File: config.mk
export PLATFORM = sky130hd
export DESIGN_NAME = seg_xlate_unit
export DESIGN_NICKNAME = d
export VERILOG_FILES = /design/src/rtl/seg_xlate_pkg.sv /design/src/rtl/xlate_rst_sync.sv /design/src/rtl/seg_reg_bank.sv /design/src/rtl/xlate_req_stage.sv /design/src/rtl/xlate_tlb.sv /design/src/rtl/seg_xlate_unit.sv
export SDC_FILE = /design/constraint.sdc
export NUM_CORES = 2
export LEC_CHECK = 0
export BUFFER_PORTS_ARGS = -buffer_cell sky130_fd_sc_hd__buf_2
export CAP_MARGIN = 15
export CORE_MARGIN = 1
export CORE_UTILIZATION = 50
export CTS_BUF_LIST = sky130_fd_sc_hd__clkbuf_4
export CTS_CLUSTER_SIZE = 8
export DETAILED_ROUTE_END_ITERATION = 8
export PLACE_DENSITY = 0.62
export SLEW_MARGIN = 20
export SYNTH_ARGS = -nofsm -noshare
export SYNTH_HDL_FRONTEND = slang
export SYNTH_SLANG_ARGS = --single-unit
File: constraint.sdc
create_clock -name clk -period 29.8 [get_ports clk]
set_input_delay 1.49 -clock clk [delete_from_list [all_inputs] [get_ports clk]]
set_output_delay 1.49 -clock clk [all_outputs]
set_load 0.03 [all_outputs]
File: src/rtl/seg_xlate_pkg.sv
`timescale 1ns/1ps
package seg_xlate_pkg;
  // Fixed associativity: one LRU bit per set covers exactly two ways.
  localparam int unsigned XL_WAYS = 2;
  typedef logic xl_way_t;
endpackage

File: src/rtl/xlate_rst_sync.sv
`timescale 1ns/1ps
module xlate_rst_sync (
  input  logic clk,
  input  logic arst_n,
  output logic srst_n
);
  logic [1:0] sync_q;

  always_ff @(posedge clk or negedge arst_n) begin
    if (!arst_n) sync_q <= 2'b00;
    else         sync_q <= {sync_q[0], 1'b1};
  end

  assign srst_n = sync_q[1];
endmodule

File: src/rtl/seg_reg_bank.sv
`timescale 1ns/1ps
module seg_reg_bank #(
  parameter int unsigned SEL_W  = 4,
  parameter int unsigned VSID_W = 24
) (
  input  logic              clk,
  input  logic              rst_n,
  input  logic              wr_en,
  input  logic [SEL_W-1:0]  wr_idx,
  input  logic [VSID_W-1:0] wr_vsid,
  input  logic [SEL_W-1:0]  rd_idx,
  output logic [VSID_W-1:0] rd_vsid
);
  localparam int unsigned NREG = 1 << SEL_W;

  logic [VSID_W-1:0] sr_q [NREG];

  for (genvar g = 0; g < NREG; g++) begin : g_sr
    logic ld;
    assign ld = wr_en && (wr_idx == SEL_W'(g));
    always_ff @(posedge clk or negedge rst_n) begin
      if (!rst_n)  sr_q[g] <= '0;
      else if (ld) sr_q[g] <= wr_vsid;
    end
  end

  assign rd_vsid = sr_q[rd_idx];
endmodule

File: src/rtl/xlate_req_stage.sv
`timescale 1ns/1ps
module xlate_req_stage #(
  parameter int unsigned LOW_W  = 28,
  parameter int unsigned VSID_W = 24
) (
  input  logic              clk,
  input  logic              rst_n,
  input  logic              req_valid,
  input  logic [LOW_W-1:0]  req_low,
  input  logic [VSID_W-1:0] seg_vsid,
  input  logic              hit,
  output logic              req_ready,
  output logic              s_vld,
  output logic [LOW_W-1:0]  s_low,
  output logic [VSID_W-1:0] s_vsid
);
  logic              vld_d;
  logic [LOW_W-1:0]  low_d;
  logic [VSID_W-1:0] vsid_d;

  // The stage frees when empty or when its request hits.
  assign req_ready = !s_vld || hit;

  always_comb begin
    vld_d  = s_vld;
    low_d  = s_low;
    vsid_d = s_vsid;
    if (req_ready) begin
      vld_d = req_valid;
      if (req_valid) begin
        low_d  = req_low;
        vsid_d = seg_vsid;
      end
    end
  end

  always_ff @(posedge clk or negedge rst_n) begin
    if (!rst_n) begin
      s_vld  <= 1'b0;
      s_low  <= '0;
      s_vsid <= '0;
    end else begin
      s_vld  <= vld_d;
      s_low  <= low_d;
      s_vsid <= vsid_d;
    end
  end
endmodule

File: src/rtl/xlate_tlb.sv
`timescale 1ns/1ps
module xlate_tlb
  import seg_xlate_pkg::*;
#(
  parameter int unsigned SETS   = 32,
  parameter int unsigned VSID_W = 24,
  parameter int unsigned PIDX_W = 16,
  parameter int unsigned PPN_W  = 20
) (
  input  logic              clk,
  input  logic              rst_n,
  input  logic              lk_valid,
  input  logic [VSID_W-1:0] lk_vsid,
  input  logic [PIDX_W-1:0] lk_pidx,
  output logic              lk_hit,
  output logic [PPN_W-1:0]  lk_ppn,
  input  logic              fill_en,
  input  logic [PPN_W-1:0]  fill_ppn,
  input  logic              inval_all
);
  localparam int unsigned IDX_W = $clog2(SETS);
  localparam int unsigned TAG_W = VSID_W + PIDX_W - IDX_W;

  logic [SETS-1:0]  vld_q [XL_WAYS];
  logic [SETS-1:0]  vld_d [XL_WAYS];
  logic [SETS-1:0]  lru_q, lru_d;
  logic [TAG_W-1:0] tag_q [XL_WAYS][SETS];
  logic [PPN_W-1:0] ppn_q [XL_WAYS][SETS];

  logic [IDX_W-1:0]   idx;
  logic [TAG_W-1:0]   tag;
  logic [XL_WAYS-1:0] way_hit;
  xl_way_t            hit_way;
  xl_way_t            victim;
  logic               do_fill;
  logic               touch;

  assign idx = lk_pidx[IDX_W-1:0];
  assign tag = {lk_vsid, lk_pidx[PIDX_W-1:IDX_W]};

  for (genvar w = 0; w < XL_WAYS; w++) begin : g_cmp
    assign way_hit[w] = vld_q[w][idx] && (tag_q[w][idx] == tag);
  end

  always_comb begin
    lk_ppn  = '0;
    hit_way = 1'b0;
    for (int w = 0; w < XL_WAYS; w++) begin
      if (way_hit[w]) begin
        lk_ppn  = lk_ppn | ppn_q[w][idx];
        hit_way = xl_way_t'(w);
      end
    end
  end

  assign lk_hit  = |way_hit;
  assign touch   = lk_valid && lk_hit;
  assign victim  = lru_q[idx];
  assign do_fill = fill_en && !inval_all;

  // Next state for valid bits and replacement bits.
  always_comb begin
    vld_d = vld_q;
    lru_d = lru_q;
    if (touch)   lru_d[idx] = ~hit_way;
    if (do_fill) lru_d[idx] = ~victim;
    if (inval_all) begin
      for (int w = 0; w < XL_WAYS; w++) vld_d[w] = '0;
    end else if (do_fill) begin
      vld_d[victim][idx] = 1'b1;
    end
  end

  always_ff @(posedge clk or negedge rst_n) begin
    if (!rst_n) begin
      for (int w = 0; w < XL_WAYS; w++) vld_q[w] <= '0;
      lru_q <= '0;
    end else begin
      vld_q <= vld_d;
      lru_q <= lru_d;
    end
  end

  // Payload arrays carry no reset; valid bits guard them.
  always_ff @(posedge clk) begin
    if (do_fill) begin
      tag_q[victim][idx] <= tag;
      ppn_q[victim][idx] <= fill_ppn;
    end
  end
endmodule

File: src/rtl/seg_xlate_unit.sv
`timescale 1ns/1ps
module seg_xlate_unit #(
  parameter int unsigned EA_W      = 32,
  parameter int unsigned SEG_SEL_W = 4,
  parameter int unsigned OFF_W     = 12,
  parameter int unsigned VSID_W    = 24,
  parameter int unsigned PPN_W     = 20,
  parameter int unsigned TLB_SETS  = 32,
  localparam int unsigned PIDX_W   = EA_W - SEG_SEL_W - OFF_W,
  localparam int unsigned PA_W     = PPN_W + OFF_W,
  localparam int unsigned VPN_W    = VSID_W + PIDX_W
) (
  input  logic                 clk,
  input  logic                 rst_n,
  input  logic                 sr_wr_en,
  input  logic [SEG_SEL_W-1:0] sr_wr_idx,
  input  logic [VSID_W-1:0]    sr_wr_vsid,
  input  logic                 req_valid,
  input  logic [EA_W-1:0]      req_ea,
  output logic                 req_ready,
  output logic                 rsp_valid,
  output logic [PA_W-1:0]      rsp_pa,
  output logic                 miss,
  output logic [VPN_W-1:0]     miss_vpn,
  input  logic                 refill_en,
  input  logic [PPN_W-1:0]     refill_ppn,
  input  logic                 inval_all
);
  localparam int unsigned LOW_W = PIDX_W + OFF_W;

  logic              rst_sync_n;
  logic [VSID_W-1:0] seg_vsid;
  logic              s_vld;
  logic [LOW_W-1:0]  s_low;
  logic [VSID_W-1:0] s_vsid;
  logic              tlb_hit;
  logic [PPN_W-1:0]  tlb_ppn;
  logic              fill_en;

  xlate_rst_sync u_rst (
    .clk    (clk),
    .arst_n (rst_n),
    .srst_n (rst_sync_n)
  );

  seg_reg_bank #(.SEL_W(SEG_SEL_W), .VSID_W(VSID_W)) u_segs (
    .clk     (clk),
    .rst_n   (rst_sync_n),
    .wr_en   (sr_wr_en),
    .wr_idx  (sr_wr_idx),
    .wr_vsid (sr_wr_vsid),
    .rd_idx  (req_ea[EA_W-1 -: SEG_SEL_W]),
    .rd_vsid (seg_vsid)
  );

  xlate_req_stage #(.LOW_W(LOW_W), .VSID_W(VSID_W)) u_stage (
    .clk       (clk),
    .rst_n     (rst_sync_n),
    .req_valid (req_valid),
    .req_low   (req_ea[LOW_W-1:0]),
    .seg_vsid  (seg_vsid),
    .hit       (tlb_hit),
    .req_ready (req_ready),
    .s_vld     (s_vld),
    .s_low     (s_low),
    .s_vsid    (s_vsid)
  );

  xlate_tlb #(
    .SETS(TLB_SETS), .VSID_W(VSID_W), .PIDX_W(PIDX_W), .PPN_W(PPN_W)
  ) u_tlb (
    .clk       (clk),
    .rst_n     (rst_sync_n),
    .lk_valid  (s_vld),
    .lk_vsid   (s_vsid),
    .lk_pidx   (s_low[LOW_W-1:OFF_W]),
    .lk_hit    (tlb_hit),
    .lk_ppn    (tlb_ppn),
    .fill_en   (fill_en),
    .fill_ppn  (refill_ppn),
    .inval_all (inval_all)
  );

  assign rsp_valid = s_vld && tlb_hit;
  assign miss      = s_vld && !tlb_hit;
  assign fill_en   = refill_en && miss;
  assign rsp_pa    = {tlb_ppn, s_low[OFF_W-1:0]};
  assign miss_vpn  = {s_vsid, s_low[LOW_W-1:OFF_W]};
endmodule

==> results.json <==
{
  "max_slew.worst_pin.slew_ns": 1.18,
  "yosysSeqAreaShare": 0.756,
  "core_area_um2": 313000,
  "clockBufferDepth": 5,
  "finalSetupTns_ns": 0,
  "synthesis.area_um2": 157000,
  "final-hold-violation-count": 0,
  "grt_pass1_wl_um": 651000,
  "setup_violations": 0,
  "antenna_found_initial": 38,
  "cts_made_buffers": 1102,
  "yosysTopAreaCell": "edfxtp_1",
  "grt_max_degree": 175,
  "clock_latency_ns": 1.72,
  "violations": "antenna violations",
  "rows": 205,
  "die-area_um2": 317000,
  "ys_types": 65,
  "place_ws_ns": 19.69,
  "die_h_um": 563,
  "nFillCells": 23800,
  "fin_crit_sh": 0.394,
  "cp_common_cell": "buf_4",
  "drt.antenna.violating_nets": 1,
  "slew_headroom": 0.206,
  "avgSynthCellArea_um2": 19.7,
  "drive_gt1_frac": 0.328,
  "path_cells": "buf_12 -> buf_4 -> buf_4 -> buf_4 -> buf_4 -> mux2i_1 -> o22ai_1 -> nor4_1 -> nand2_1 -> xor2_1 -> nor4_1 -> nand4_1 -> o22ai_2 -> nor2_1 -> inv_1 -> buf_2",
  "place.gp.congestion": 0.860,
  "slew_viol_final": 0,
  "yosysWarnings": 0,
  "cts_root_buf": "clkbuf_4",
  "final_core_util": 0.568,
  "cts_max_level": 7,
  "syn_nets": 8079,
  "cp.arrival_ns": 10.24,
  "cts_num_sinks": 4055,
  "numPortBuffers": 160,
  "drcViolationCount": 0,
  "setup_ws_ns": 18.07,
  "cts.hold.buffers_added": 22,
  "leakagePower_nw": 60.9,
  "clk_pin_slew_ns": 0.06,
  "num-nets-final": 9133,
  "wire_per_inst_um": 33.4,
  "cts_resized": 0,
  "cp-end-kind": "primary output",
  "drt_iter0_markers": 11800,
  "synth_top_cell_area_share": 0.671,
  "initial_core_util": 0.504,
  "post_cts_buffers": 0,
  "irDropWorstVdd_v": 0.0000426,
  "cp_slowest_cell": "buf_4",
  "syn-instance-count": 7993,
  "synth_edf_count": 3520,
  "die_w_um": 563,
  "dp_hpwl_um": 255000,
  "crit_fanout": 125,
  "drt_wl_total_um": 463000,
  "ys.flop_type": "edfxtp_1",
  "hold_class": "in -> reg",
  "vias": 88000,
  "firstDrtPassIters": 6,
  "synth_common_cells": "edfxtp_1 (3,520), mux2i_1 (993), o22ai_1 (583)",
  "vias_per_cell": 6.35,
  "ys_ff_latch": 4055,
  "synth_area_leaders": "edfxtp_1 (67%), dfrtp_1 (8.5%), mux4_2 (7.6%), mux2i_1 (6.3%), mux2_2 (3.1%)",
  "crit_type": "reg -> out",
  "tritoncts": "done",
  "cp-start-kind": "flop",
  "outcome": "finished, violations left",
  "skew_ns": 0.192,
  "io_pins": 161,
  "fmax_mhz": 85.2,
  "max_stage_delay_ns": 0.90,
  "areaGrowthSynthToFinish_pct": 12.7,
  "rsz0062_at_grt": "no",
  "track_usage": 0.294,
  "overflow": 0,
  "drv_cap": 0,
  "synth.most_common_cell": "edfxtp_1",
  "powerDensity_nw_per_um2": 69.8,
  "period_minus_slack_ns": 11.73,
  "grt_pass1_vias": 89000,
  "critPathRequiredTime_ns": 28.31,
  "async_flop_share": 0.132
}
[layout by cell type, fill, tap and decap left out, types with 9 or more instances in the layout]
| cell | netlist | layout |
|---|---|---|
| edfxtp_1 | 3520 | 3520 |
| nor4_2 | 1 | 13 |
| buf_12 | 0 | 14 |
| a22o_1 | 26 | 26 |
| and3_1 | 10 | 9 |
| a32oi_1 | 14 | 14 |
| xor2_1 | 34 | 34 |
| inv_2 | 0 | 28 |
| inv_1 | 27 | 26 |
| bufinv_16 | 0 | 13 |
| a22oi_1 | 117 | 117 |
| a21o_1 | 14 | 14 |
| nor2_4 | 0 | 64 |
| clkinv_2 | 0 | 10 |
| a21oi_1 | 14 | 14 |
| buf_4 | 29 | 249 |
| nand4b_1 | 12 | 12 |
| buf_2 | 171 | 156 |
| o211ai_1 | 15 | 15 |
| dfrtp_2 | 0 | 35 |
| mux2_2 | 436 | 436 |
| dlygate4sd3_1 | 0 | 22 |
| o22ai_1 | 583 | 583 |
| or3_1 | 10 | 9 |
| mux2i_1 | 993 | 993 |
| nand2_1 | 77 | 77 |
| mux4_2 | 528 | 528 |
| nand3_1 | 18 | 17 |
| buf_6 | 2 | 9 |
| o2bb2ai_1 | 66 | 66 |
| nand4_1 | 53 | 53 |
| nor2_1 | 105 | 41 |
| diode_2 | 0 | 28 |
| dfrtp_1 | 535 | 497 |
| clkbuf_4 | 0 | 1561 |
| clkinv_1 | 0 | 136 |
| nor3_1 | 17 | 10 |
| nor4_1 | 157 | 144 |
[registers in the layout (all words and copies together), names as in the netlist]
register / cells
u_tlb.ppn_q: 1280
u_stage.s_vld: 1
u_segs.sr_q: 384
u_stage.s_vsid: 24
u_rst.sync_q: 2
u_stage.s_low: 28
u_tlb.vld_q: 64
u_tlb.tag_q: 2240
u_tlb.lru_q: 32
[per-layer routing]
metal	vias up	global-route usage	part of all wire
li1	35700	-	-
met4	12	0.110	0.028
met2	5248	0.471	0.49
met5	-	0	0.00018
met3	855	0.0623	0.096
met1	46200	0.399	0.39
[final timing paths]
path / from / endpoint / slack, ns / cells past startpoint
max: u_stage.s_low[12] / req_ready / 18.07 / 16
min: req_ea[25] / u_stage.s_low[25] / 0.19 / 2
max reg2reg: u_stage.s_low[12] / u_tlb.tag_q[0][408] / 19.58 / 16
min reg2reg: u_rst.sync_q[1] / u_segs.sr_q[284] / 0.20 / 0
max in group asynchronous: u_rst.sync_q[1] / u_segs.sr_q[298] / 26.32 / 4
min in group asynchronous: u_rst.sync_q[1] / u_segs.sr_q[284] / 0.20 / 0
[kinds of logic after synthesis]
kind of cell           synth area share
flip-flops                        0.756
AND/OR/NAND/NOR                  0.0191
multiplexers                      0.170
XOR/XNOR                        0.00228
AO/OA/AOI/OAI                    0.0378
buffers and inverters            0.0148
other                         0.0000238
[critical path: cells and delay by family (launching register included)]
kind                   cells  cell delay (ns)
AO/OA/AOI/OAI              2             0.67
multiplexers               1             0.27
AND/OR/NAND/NOR            5             1.96
flip-flops                 1             0.82
XOR/XNOR                   1             0.21
buffers and inverters      7             4.24
[power breakdown]
group / switching [W] / internal, W
Combinational: 0.000767 / 0.000498
Clock: 0.00219 / 0.00250
Sequential: 0.0000970 / 0.00634
Total: 0.00306 / 0.00933
[per-stage QoR]
step	area (um^2)	total power [W]	cells	hold WS, ns
finish	178000	0.0124	13900	0.190
global route	177000	0.0128	13800	0.105
CTS	177000	0.0125	13800	0.00125
detailed placement	164000	0.00781	12100	0.336
global placement	164000	0.00778	12100	0.342
floorplan	157000	0.00733	7993	0.331
[final cells by class]
class,count,area (um^2),area share
inverter,27,101,0.000571
tap,4140,5180,0.0292
antenna,28,70.1,0.000395
multi-input combinational,3407,36900,0.208
sequential,4055,119000,0.671
clock inverter,189,1080,0.00607
timing repair buffer,454,3360,0.0189
clock buffer,1561,11700,0.0660
(Power assumes the default switching activity.)
